<file path="src/rtl/prog_timer_pkg.sv">
package prog_timer_pkg;

    localparam int ADDR_W = 3;

    localparam logic [ADDR_W-1:0] A_CTRL    = 3'd0;
    localparam logic [ADDR_W-1:0] A_DIV     = 3'd1;
    localparam logic [ADDR_W-1:0] A_TERM_LO = 3'd2;
    localparam logic [ADDR_W-1:0] A_TERM_HI = 3'd3;
    localparam logic [ADDR_W-1:0] A_LOAD_LO = 3'd4;
    localparam logic [ADDR_W-1:0] A_LOAD_HI = 3'd5;
    localparam logic [ADDR_W-1:0] A_CLEAR   = 3'd6;

    // Packed so that bit0 is start, bit1 source, bit2 terminal mode, bit3 chain.
    typedef struct packed {
        logic chain;
        logic term_mode;
        logic ext_src;
        logic start;
    } ctrl_t;

    typedef enum logic {
        RUN_STOPPED,
        RUN_ACTIVE
    } run_state_e;

    typedef enum logic {
        EDGE_LOW,
        EDGE_HIGH
    } edge_state_e;

endpackage

</file>
<file path="src/rtl/tmr_regs.sv">
module tmr_regs
    import prog_timer_pkg::*;
#(
    parameter int CNT_W = 16,
    parameter int DIV_W = 8
) (
    input  logic              clk,
    input  logic              rst_n,
    input  logic              wr_en,
    input  logic [ADDR_W-1:0] wr_addr,
    input  logic [CNT_W-1:0]  wr_data,
    output logic              running,
    output logic              ext_src,
    output logic              term_mode,
    output logic              chain,
    output logic [DIV_W-1:0]  div,
    output logic              div_wr,
    output logic [CNT_W-1:0]  term_lo,
    output logic [CNT_W-1:0]  term_hi,
    output logic              load_lo,
    output logic              load_hi,
    output logic              clr_lo,
    output logic              clr_hi
);

    run_state_e state_q, state_d;
    ctrl_t      ctrl_q;
    logic       ctrl_wr;
    ctrl_t      ctrl_in;

    assign ctrl_in = ctrl_t'(wr_data[3:0]);

    always_comb begin
        ctrl_wr = wr_en && (wr_addr == A_CTRL);
        div_wr  = wr_en && (wr_addr == A_DIV);
        load_lo = wr_en && (wr_addr == A_LOAD_LO);
        load_hi = wr_en && (wr_addr == A_LOAD_HI);
        clr_lo  = wr_en && (wr_addr == A_CLEAR) && wr_data[0];
        clr_hi  = wr_en && (wr_addr == A_CLEAR) && wr_data[1];
    end

    // Run-control next state
    always_comb begin
        state_d = state_q;
        unique case (state_q)
            RUN_STOPPED: if (ctrl_wr && ctrl_in.start)  state_d = RUN_ACTIVE;
            RUN_ACTIVE:  if (ctrl_wr && !ctrl_in.start) state_d = RUN_STOPPED;
            default:     state_d = RUN_STOPPED;
        endcase
    end

    // State register
    always_ff @(posedge clk) begin
        if (!rst_n) state_q <= RUN_STOPPED;
        else        state_q <= state_d;
    end

    // Configuration registers
    always_ff @(posedge clk) begin
        if (!rst_n) begin
            ctrl_q  <= '0;
            div     <= '0;
            term_lo <= '0;
            term_hi <= '0;
        end else if (wr_en) begin
            unique case (wr_addr)
                A_CTRL:    ctrl_q  <= ctrl_in;
                A_DIV:     div     <= wr_data[DIV_W-1:0];
                A_TERM_LO: term_lo <= wr_data;
                A_TERM_HI: term_hi <= wr_data;
                default:   ;
            endcase
        end
    end

    // Outputs
    always_comb begin
        running   = (state_q == RUN_ACTIVE);
        ext_src   = ctrl_q.ext_src;
        term_mode = ctrl_q.term_mode;
        chain     = ctrl_q.chain;
    end

endmodule

</file>
<file path="src/rtl/tmr_prescaler.sv">
module tmr_prescaler #(
    parameter int DIV_W = 8
) (
    input  logic             clk,
    input  logic             rst_n,
    input  logic             run,
    input  logic             restart,
    input  logic [DIV_W-1:0] div,
    output logic             tick
);

    logic [DIV_W-1:0] phase_q;

    assign tick = run && (phase_q == div);

    always_ff @(posedge clk) begin
        if (!rst_n || restart) phase_q <= '0;
        else if (run)          phase_q <= tick ? '0 : phase_q + DIV_W'(1);
    end

endmodule

</file>
<file path="src/rtl/tmr_edge_sync.sv">
module tmr_edge_sync
    import prog_timer_pkg::*;
(
    input  logic clk,
    input  logic rst_n,
    input  logic async_in,
    output logic rise
);

    logic        meta_q, sync_q;
    edge_state_e state_q, state_d;

    always_ff @(posedge clk) begin
        if (!rst_n) begin
            meta_q <= 1'b0;
            sync_q <= 1'b0;
        end else begin
            meta_q <= async_in;
            sync_q <= meta_q;
        end
    end

    always_comb begin
        state_d = state_q;
        unique case (state_q)
            EDGE_LOW:  if (sync_q)  state_d = EDGE_HIGH;
            EDGE_HIGH: if (!sync_q) state_d = EDGE_LOW;
            default:   state_d = EDGE_LOW;
        endcase
    end

    always_ff @(posedge clk) begin
        if (!rst_n) state_q <= EDGE_LOW;
        else        state_q <= state_d;
    end

    assign rise = (state_q == EDGE_LOW) && sync_q;

endmodule

</file>
<file path="src/rtl/tmr_unit.sv">
module tmr_unit #(
    parameter int CNT_W = 16
) (
    input  logic             clk,
    input  logic             rst_n,
    input  logic             inc,
    input  logic             term_mode,
    input  logic [CNT_W-1:0] term,
    input  logic             load,
    input  logic [CNT_W-1:0] load_val,
    input  logic             clr,
    output logic [CNT_W-1:0] count,
    output logic             top,
    output logic             wrap_ev
);

    localparam logic [CNT_W-1:0] ALL_ONES = {CNT_W{1'b1}};

    logic at_end;

    assign at_end  = term_mode ? (count == term) : (count == ALL_ONES);
    assign wrap_ev = inc && !load && at_end;

    always_ff @(posedge clk) begin
        if (!rst_n)    count <= '0;
        else if (load) count <= load_val;
        else if (inc)  count <= at_end ? '0 : count + CNT_W'(1);
    end

    // A new event beats a clear in the same cycle
    always_ff @(posedge clk) begin
        if (!rst_n)       top <= 1'b0;
        else if (wrap_ev) top <= 1'b1;
        else if (clr)     top <= 1'b0;
    end

endmodule

</file>
<file path="src/rtl/prog_timer.sv">
module prog_timer
    import prog_timer_pkg::*;
#(
    parameter int CNT_W = 16,
    parameter int DIV_W = 8
) (
    input  logic              clk,
    input  logic              rst_n,
    input  logic              ext_in,
    input  logic              wr_en,
    input  logic [ADDR_W-1:0] wr_addr,
    input  logic [CNT_W-1:0]  wr_data,
    output logic [CNT_W-1:0]  count_lo,
    output logic [CNT_W-1:0]  count_hi,
    output logic              top_lo,
    output logic              top_hi
);

    localparam int NUM_UNITS = 2;

    logic             running, ext_src, term_mode, chain;
    logic [DIV_W-1:0] div;
    logic             div_wr, tick, ext_rise;
    logic [CNT_W-1:0] term_lo, term_hi;
    logic             load_lo, load_hi, clr_lo, clr_hi;
    logic             inc_lo;

    logic [CNT_W-1:0] term_v  [NUM_UNITS];
    logic [CNT_W-1:0] cnt_v   [NUM_UNITS];
    logic             load_v  [NUM_UNITS];
    logic             clr_v   [NUM_UNITS];
    logic             inc_v   [NUM_UNITS];
    logic             ev_v    [NUM_UNITS];
    logic             top_v   [NUM_UNITS];

    tmr_regs #(.CNT_W(CNT_W), .DIV_W(DIV_W)) u_regs (
        .clk       (clk),
        .rst_n     (rst_n),
        .wr_en     (wr_en),
        .wr_addr   (wr_addr),
        .wr_data   (wr_data),
        .running   (running),
        .ext_src   (ext_src),
        .term_mode (term_mode),
        .chain     (chain),
        .div       (div),
        .div_wr    (div_wr),
        .term_lo   (term_lo),
        .term_hi   (term_hi),
        .load_lo   (load_lo),
        .load_hi   (load_hi),
        .clr_lo    (clr_lo),
        .clr_hi    (clr_hi)
    );

    tmr_prescaler #(.DIV_W(DIV_W)) u_presc (
        .clk     (clk),
        .rst_n   (rst_n),
        .run     (running),
        .restart (div_wr),
        .div     (div),
        .tick    (tick)
    );

    tmr_edge_sync u_edge (
        .clk      (clk),
        .rst_n    (rst_n),
        .async_in (ext_in),
        .rise     (ext_rise)
    );

    // Source mux: divided clock ticks or synchronized external edges
    assign inc_lo    = running && (ext_src ? ext_rise : tick);

    assign term_v[0] = term_lo;
    assign term_v[1] = term_hi;
    assign load_v[0] = load_lo;
    assign load_v[1] = load_hi;
    assign clr_v[0]  = clr_lo;
    assign clr_v[1]  = clr_hi;
    assign inc_v[0]  = inc_lo;
    assign inc_v[1]  = chain && ev_v[0];

    for (genvar g = 0; g < NUM_UNITS; g++) begin : g_unit
        tmr_unit #(.CNT_W(CNT_W)) u_unit (
            .clk       (clk),
            .rst_n     (rst_n),
            .inc       (inc_v[g]),
            .term_mode (term_mode),
            .term      (term_v[g]),
            .load      (load_v[g]),
            .load_val  (wr_data),
            .clr       (clr_v[g]),
            .count     (cnt_v[g]),
            .top       (top_v[g]),
            .wrap_ev   (ev_v[g])
        );
    end

    assign count_lo = cnt_v[0];
    assign count_hi = cnt_v[1];
    assign top_lo   = top_v[0];
    assign top_hi   = top_v[1];

endmodule

</file>
<file path="config.mk">
export PLATFORM = sky130hd
export DESIGN_NAME = prog_timer
export DESIGN_NICKNAME = d
export VERILOG_FILES = /design/src/rtl/prog_timer_pkg.sv /design/src/rtl/tmr_regs.sv /design/src/rtl/tmr_prescaler.sv /design/src/rtl/tmr_edge_sync.sv /design/src/rtl/tmr_unit.sv /design/src/rtl/prog_timer.sv
export SDC_FILE = /design/constraint.sdc
export NUM_CORES = 1
export LEC_CHECK = 0
export BUFFER_PORTS_ARGS = -buffer_cell sky130_fd_sc_hd__buf_2
export CAP_MARGIN = 25
export CORE_UTILIZATION = 59
export CTS_CLUSTER_SIZE = 20
export DETAILED_ROUTE_END_ITERATION = 10
export PLACE_DENSITY = 0.81
export SYNTH_ARGS = -nofsm -noshare
export SYNTH_HDL_FRONTEND = slang
export SYNTH_SLANG_ARGS = --single-unit
</file>
<file path="constraint.sdc">
create_clock -name clk -period 3.4 [get_ports clk]
set_clock_uncertainty 0.1 [all_clocks]
set_input_delay 0.51 -clock clk [delete_from_list [all_inputs] [get_ports clk]]
set_output_delay 0.51 -clock clk [all_outputs]
set_load 0.1 [all_outputs]
</file>
## After elaboration in Yosys (flattened, before gate mapping)

Cells that the tools add are included.

- Input bits: 23
- Logic and storage cells: 80
- Bits in registers: 89
- Output and inout port bits: 34

- Add/subtract/negate cells: 3
- Bitwise gates (word level): 2
- Reductions and logical operators: 31
- Equal/unequal tests: 11
- Muxes and demuxes: 18

Operator list:

| operator | count |
|---|---|
| $mux 16 | 6 |
| $add 16x1->16 const B | 2 |
| $eq 16x16->1 | 2 |
| $eq 16x16->1 const B | 2 |
| $logic_and 1x1->1 | 17 |
| $mux 1 | 10 |
| $eq 3x3->1 const B | 3 |
| $add 8x1->8 const B | 1 |
| $eq 8x8->1 | 1 |
| $mux 8 | 1 |
| $reduce_and 2->1 | 4 |
| $reduce_bool 2->1 | 4 |
| $eq 3x2->1 const B | 2 |
| $logic_not 1->1 | 4 |
| $eq 3x1->1 const B | 1 |
| $logic_not 3->1 | 1 |
| $not 1->1 | 2 |
| $pmux 1 s2 | 1 |
| $logic_or 1x1->1 | 1 |

## Logic depth before layout (Yosys ltp)

Gate-level depths: netlist of run 1.

- Depth after elaboration: 10
- Mapped depth: 10
- Mapped depth without buffers: 8

## By module

A second synthesis of run 1 with hierarchy kept.

- Cell total of the unflattened synthesis: 616
- Area total of the unflattened synthesis: 5346.4 um2

By module, submodules not included:

| module | cells each | times used | area an instance (um2) | sequential area each (um2) |
|---|---|---|---|---|
| tmr_unit | 192 | 2 | 1515.2 | 340.3 |
| tmr_regs | 170 | 1 | 1734.2 | 880.8 |
| tmr_prescaler | 52 | 1 | 466.7 | 160.2 |
| tmr_edge_sync | 7 | 1 | 92.6 | 60.1 |
| prog_timer | 3 | 1 | 22.5 | 0.0 |

## Worst setup path after synthesis of run 1

OpenSTA, ideal clock, no wires.

- Kind: register -> register
- Start point: register g_unit[1].u_unit.count[13]
- End point: register g_unit[1].u_unit.count[10]
- Buffers on the path: 2
- Required time: 3.174 ns
- Clock period less this slack: 3.216 ns
- Path slack: 0.184 ns
- Library setup time: 0.126 ns
- Arrival time: 2.990 ns
- Cell stages (with the launch flop): 10
- Cell sequence: dfxtp_1 > clkbuf_1 > xor2_1 > or4_1 > a32o_1 > nor4_2 > buf_2 > nor2_1 > a32oi_1 > nand3_1

- Longest elaborated chain between the ends: 5
- Elaborated cells between the ends (all ways): 6
- Those cells by class: eq/ne: 2; mux: 4

Ends and longest elaborated chain:

| what | line | RTL |
|---|---|---|
| start: declaration | tmr_unit.sv:12 | `output logic [CNT_W-1:0] count,` |
| start signal: assignment | tmr_unit.sv:26 | `else if (load) count <= load_val;` |
| start signal: assignment | tmr_unit.sv:27 | `else if (inc) count <= at_end ? '0 : count + CNT_W'(1);` |
| $eq 16x16->1 | tmr_unit.sv:21 | `assign at_end = term_mode ? (count == term) : (count == ALL_ONES);` |
| $mux 1 * | tmr_unit.sv:21 |  |
| $mux 16 * (2 in a row) | tmr_unit.sv:27 |  |
| $mux 16 * | tmr_unit.sv:26 |  |

Every way passes the cells marked *; elsewhere a longest branch is shown, timed or not. The select of a mux whose other input is x is not followed.
A chain may end at the register's enable or synchronous reset.

## Final worst setup path of run 1

- Start point: register u_regs.ctrl_q (netlist bit u_regs.term_mode)
- End point: register g_unit[1].u_unit.count[13]

- Longest elaborated chain between the ends: 4
- Elaborated cells between the ends (all ways): 8
- Those cells by class: mux: 5; reduce/logical: 3

Ends and longest elaborated chain:

| what | line | RTL |
|---|---|---|
| start: declaration | tmr_regs.sv:27 | `ctrl_t ctrl_q;` |
| start signal: assignment | tmr_regs.sv:67 | `A_CTRL: ctrl_q <= ctrl_in;` |
| $mux 1 | tmr_unit.sv:21 |  |
| $mux 16 or $logic_and 1x1->1 (tied branches) | tmr_unit.sv:27, tmr_unit.sv:22 |  |
| $mux 16 or $logic_and 1x1->1 (tied branches) | tmr_unit.sv:27, prog_timer.sv:82 |  |
| $mux 16 or $reduce_bool 2->1 (tied branches) | - |  |

Parallel ways exist; a longest one is shown, timed or not. The select of a mux whose other input is x is not followed.

==> metrics, run 1 <==
port buffer count=56; grt total ovfl=0; Final period util=86.33%; Longest Clk Path Bufs=2; Via density=between 6 and 7; post-DP HPWL=between 10000 and 15000 um; clock sinks=~90; status=finished clean; I/O pins=57; Routed Antenna Nets=0; Startpoint Class=flip-flop; drt first pass iters=5; top cell type's share of synthesized area=between 30 and 40%; Worst EP required=roughly 3.5 ns; Seq/Total Area, Yosys=a little over a third; Final Power=2.172 mW; Worst path slowest cell=dfxtp_2; Max VDD drop=0.0003468 V; Synth area leader=dfxtp_1; synth top area cells=dfxtp_1 35%, nand2_1 12%, a21oi_1 5.9%; DR DRC count=0; vias in the first global route=slightly below 5000; Reg-to-Reg Start=u_regs.term_mode; synth unique cells=52; initial antenna violation count=0; Final setup violation count=0; Worst-path clk slew=approximately 0.090 ns; crit-path cells=inv_2 > nor4_1 > o32ai_1 > nor4_4 > a41oi_1 > o21ai_0 > o311ai_2; Area Overhead vs Synth=10.14%; post-synthesis async set-or-reset flop share=0%; Post-synth EDFFs=0; Syn Nets=695; cell count after synthesis=around 670; Setup Buffers After CTS=0; Mapped Area=5022 um^2; pin count of the biggest net entering global routing=roughly 70; RSZ-0062 raised after global routing=false; Via Count=5142; hold crit path type=input pin to flip-flop; worst setup path start=u_regs.term_mode; f_max=between 300 and 400 MHz; Largest stage delay, worst path=about 0.56 ns; Die Y=between 90 and 100 um; WP data arrival=slightly above 3 ns; share of cells above drive strength 1=between 10% and 20%; global-route wire length before repair=approximately 23000 um; Reg2Reg Setup Slack=~0.46 ns; hold slack final=0.2553 ns; worst-case reg-to-reg path depth=7; # diodes=0; Yosys warnings=0; Avg Cell Area, Syn=about 7.5 um^2; final net count=731; DR WL/cell=17.47 um; CP max FO=22; most frequent cells in the layout=164 x nand2_1, 88 x dfxtp_1, 59 x a21oi_1, 56 x buf_2, 39 x nor2_1; static leakage=between 1.5 and 2 nW; worst skew pair latency=roughly 0.36 ns; Die W=between 90 and 100 um; Final Critical Period=2.935 ns; Core ar.=a little over 8000 um^2; setup tns final=0 ns; Primary FF master, synth=dfxtp_1; H-Tree Depth=3; Crit Path Class=flip-flop to flip-flop; global placer's final weighted congestion=roughly 0.9; Tot GR Track Use=between 30% and 40%; actual slew at the worst max-slew pin=approximately 1 ns; most common cell after layout, fill and taps aside=nand2_1; Worst setup EP type=flip-flop; post-synthesis register bit count=89; final hold viol count=0; Maximum Capacitance Violations=0; Die Area=just under 9000 um^2; Rel. slew slack=roughly a third; P per Cell Area=around 390 nW/um^2; row cnt=33; starting density of the core=61.12%; # resized after CTS=0; Total Wirelength=14220 um; cts hold-fix bufs=0; CTS tree=yes; FF-to-FF End=g_unit[1].u_unit.count[13]; DRT iter0 DRCs=360; CTS buffer count=9; CTS root buf=clkbuf_8; Slew Viols, Final=0; Setup crit end=g_unit[1].u_unit.count[13]
[sequential cells by signal (all words and copies together), names as in the netlist, 2 cells and up, named ones only]
| signal | flops |
|---|---|
| g_unit.u_unit.count | 32 |
| u_regs.term_hi | 16 |
| u_regs.term_lo | 16 |
| u_presc.phase_q | 8 |
| u_regs.div | 8 |
| g_unit.u_unit.top | 2 |
[cells by family after synthesis]
logic type / share of synthesized area, %
mux: 1.395
buf+inv: 3.762
flops: 35.48
fa+ha+maj: 0.7475
xor+xnor: 5.929
compound gates: 17.49
simple gates: 35.20
[critical path: cells and delay by family, from the launching register on]
| kind | cells | cell delay [ns] |
|---|---|---|
| compound gates | 4 | 1.25 |
| buf+inv | 1 | 0.21 |
| flops | 1 | 0.56 |
| simple gates | 2 | 0.68 |
[through the flow]
| stage | worst slack, ns | area (um^2) | std cells | utilization (%) |
|---|---|---|---|---|
| after detailed placement | 0.2842 | 5354 | 799 | 65.16 |
| after global placement | 0.4066 | 5343 | 798 | 65.02 |
| final | 0.4647 | 5532 | 814 | 67.32 |
| after CTS | 0.2614 | 5530 | 814 | 67.31 |
| after floorplan | 0.1838 | 5022 | 669 | - |
| after global routing | 0.2748 | 5532 | 814 | 67.32 |
[where the power goes]
group / total [mW] / switching, mW / internal, mW
logic: 0.342 / 0.262 / 0.0807
registers: 1.14 / 0.0682 / 1.07
clock network: 0.688 / 0.400 / 0.287
[synthesized netlist by cell type (11+ instances only)]
cell type  count
a31oi_1       14
nand2_1      164
dfxtp_1       89
nand3b_1      12
clkbuf_1      35
or3_1         13
xor2_1        23
xnor2_1       11
o21ai_0       22
nor3_1        14
nand3_1       25
nor2_1        39
a21oi_1       59
[worst min path at each step]
| stage | from | end | slack (ns) | depth (start not counted) |
|---|---|---|---|---|
| 2_1_floorplan | u_edge.meta_q | u_edge.sync_q | 0.31 | 1 |
| 3_3_place_gp | u_edge.meta_q | u_edge.sync_q | 0.31 | 1 |
| 3_5_place_dp | u_edge.meta_q | u_edge.sync_q | 0.34 | 1 |
| 4_1_cts | ext_in | u_edge.meta_q | 0.25 | 2 |
| 5_1_grt | ext_in | u_edge.meta_q | 0.26 | 2 |
| 6_report | ext_in | u_edge.meta_q | 0.26 | 2 |
[layout make-up]
cell class,instances,area [um^2]
fillers,701,2685
repair buffers,67,366.6
clock buffers,10,137.6
clock inverters,5,38.79
well taps,105,131.4
inverters,6,22.52
flip-flops and latches,89,1783
multi-input cells,532,3052
[layer usage]
metal / vias to the layer above / track usage, % / part of all wire, %
li1: 2436 / - / -
met1: 2412 / 43.71 / 41
met2: 260 / 54.89 / 48
met3: 34 / 5.259 / 8.2
met4: 0 / 15.90 / 2.6
met5: - / 0 / 0
No activity file was read; power rests on OpenSTA's default activity.
==> run 2, diff against run 1 <==
CORE_UTILIZATION = 25   (was 59)
PLACE_DENSITY = 0.42   (was 0.81)
==> run 2 against run 1 <==
  * Combinational power rose by 2%
  * Cell area is 6.3% higher
  * Die area up 130%
  * Register-to-register slack got worse by 0.17 ns
  * Global-route usage shrank 17 points
  * Hold slack improved by 0.017 ns
  * Critical path type unchanged
==> metrics, run 2 (same netlist as run 1, synthesis figures left out) <==
Place WS=about 0.35 ns; final net count=732; max reg flops=32; P per Cell Area=roughly 440 nW/um^2; pin count of the biggest net entering global routing=68; CTS root buf=clkbuf_16; Tot GR Track Use=17.32%; initial antenna violation count=0; Crit path buffers/inverters=2; port buffer count=56; Total Wirelength=around 17000 um; status=finished clean; DRT iter0 DRCs=approximately 300; post-DP HPWL=around 12000 um; FILL cells=about 2100; Crit Path Class=flip-flop to flip-flop; global-route wire length before repair=approximately 27000 um; Setup Buffers After CTS=0; Startpoint Class=flip-flop; cts hold-fix bufs=0; Worst setup EP type=flip-flop; Worst EP required=3.52 ns; f_max=between 300 and 400 MHz; most common cell after layout, fill and taps aside=nand2_1; Slew Viols, Final=0; grt total ovfl=0; Reg area=1782 um^2; critical path's top delay family=simple AND/OR/NAND/NOR gates; Largest stage delay, worst path=0.78 ns; Core ar.=~20000 um^2; row cnt=51; Via Count=~5000; worst skew pair latency=~0.35 ns; Worst path slowest cell=dfxtp_1; worst setup margin=0.2920 ns; vias in the first global route=approximately 4700; RSZ-0062 raised after global routing=false; DR DRC count=0; Final Critical Period=3.108 ns; DR WL/cell=~18 um; crit-path cells=inv_2 > or4_1 > a32o_1 > nor4_2 > buf_4 > a311oi_1 > o21ai_0 > o211ai_1; Core Util, Final=a little under a third; CP max FO=22; I/O pins=57; Maximum Capacitance Violations=0; Final period util=between 90% and 100%; Via density=between 5 and 6; # resized after CTS=0; Rel. slew slack=a little over two fifths; # diodes=0; Area Overhead vs Synth=17.07%; WP data arrival=roughly 3.2 ns; starting density of the core=between 20% and 30%; setup tns final=0 ns; clock sinks=89; hold crit path type=input pin to flip-flop; Routed Antenna Nets=0; global placer's final weighted congestion=approximately 0.78; Final Power=around 2.6 mW; Regs by FF count=g_unit.u_unit.count (32), u_regs.term_hi (16), u_regs.term_lo (16); Worst-path clk slew=roughly 0.070 ns; drt first pass iters=5; CTS buffer count=9; Multi-input gate area=roughly 3100 um^2; Max VDD drop=between 0.0002 and 0.0003 V; Longest Clk Path Bufs=2; actual slew at the worst max-slew pin=about 0.87 ns; Reg with most FFs=g_unit.u_unit.count; share of cells above drive strength 1=roughly 15%; Final setup violation count=0; final hold viol count=0; Die Y=~140 um; CTS tree=yes; H-Tree Depth=3; Die Area=between 20000 and 25000 um^2; most frequent cells in the layout=164 x nand2_1, 89 x dfxtp_1, 59 x a21oi_1, 56 x buf_2, 39 x nor2_1; Die W=143.7 um; static leakage=between 2 and 2.5 nW
==> run 2: report_power, final <==
| part | switching [mW] | internal (mW) |
|---|---|---|
| Sequential | 0.0689 | 1.07 |
| Clock | 0.436 | 0.664 |
| Combinational | 0.267 | 0.0814 |
==> run 2: path summary, 6_finish.rpt <==
check                   start                         end  depth (start not counted)  slack (ns)
min reg2reg     u_edge.meta_q               u_edge.sync_q                          1        0.33
max          u_regs.term_mode  g_unit[1].u_unit.count[15]                          8        0.29
min                    ext_in               u_edge.meta_q                          2        0.27
max reg2reg  u_regs.term_mode  g_unit[1].u_unit.count[15]                          8        0.29
==> run 2: layout make-up <==
| type | count | area share [%] |
|---|---|---|
| clock buffer | 11 | 4.129 |
| clock inverter | 5 | 1.341 |
| inverter | 6 | 0.3831 |
| multi-input combinational | 532 | 51.90 |
| sequential | 89 | 30.30 |
| tap | 265 | 5.639 |
| timing repair buffer | 68 | 6.299 |
==> run 2: per-layer routing <==
metal	up-vias	global-route usage [%]	wire length [um]
met2	133	28.16	8024
met4	0	3.415	143
met5	-	0	0
met1	2400	23.53	8262
li1	2442	-	-
met3	10	3.565	762
==> run 2: per-stage QoR <==
| step | cells | hold WS [ns] | area, um^2 |
|---|---|---|---|
| detailed placement | 960 | 0.3177 | 5558 |
| global placement | 960 | 0.3202 | 5558 |
| CTS | 976 | 0.2636 | 5879 |
| global route | 976 | 0.2708 | 5879 |
| finish | 976 | 0.2724 | 5879 |
| floorplan | 669 | 0.3119 | 5022 |
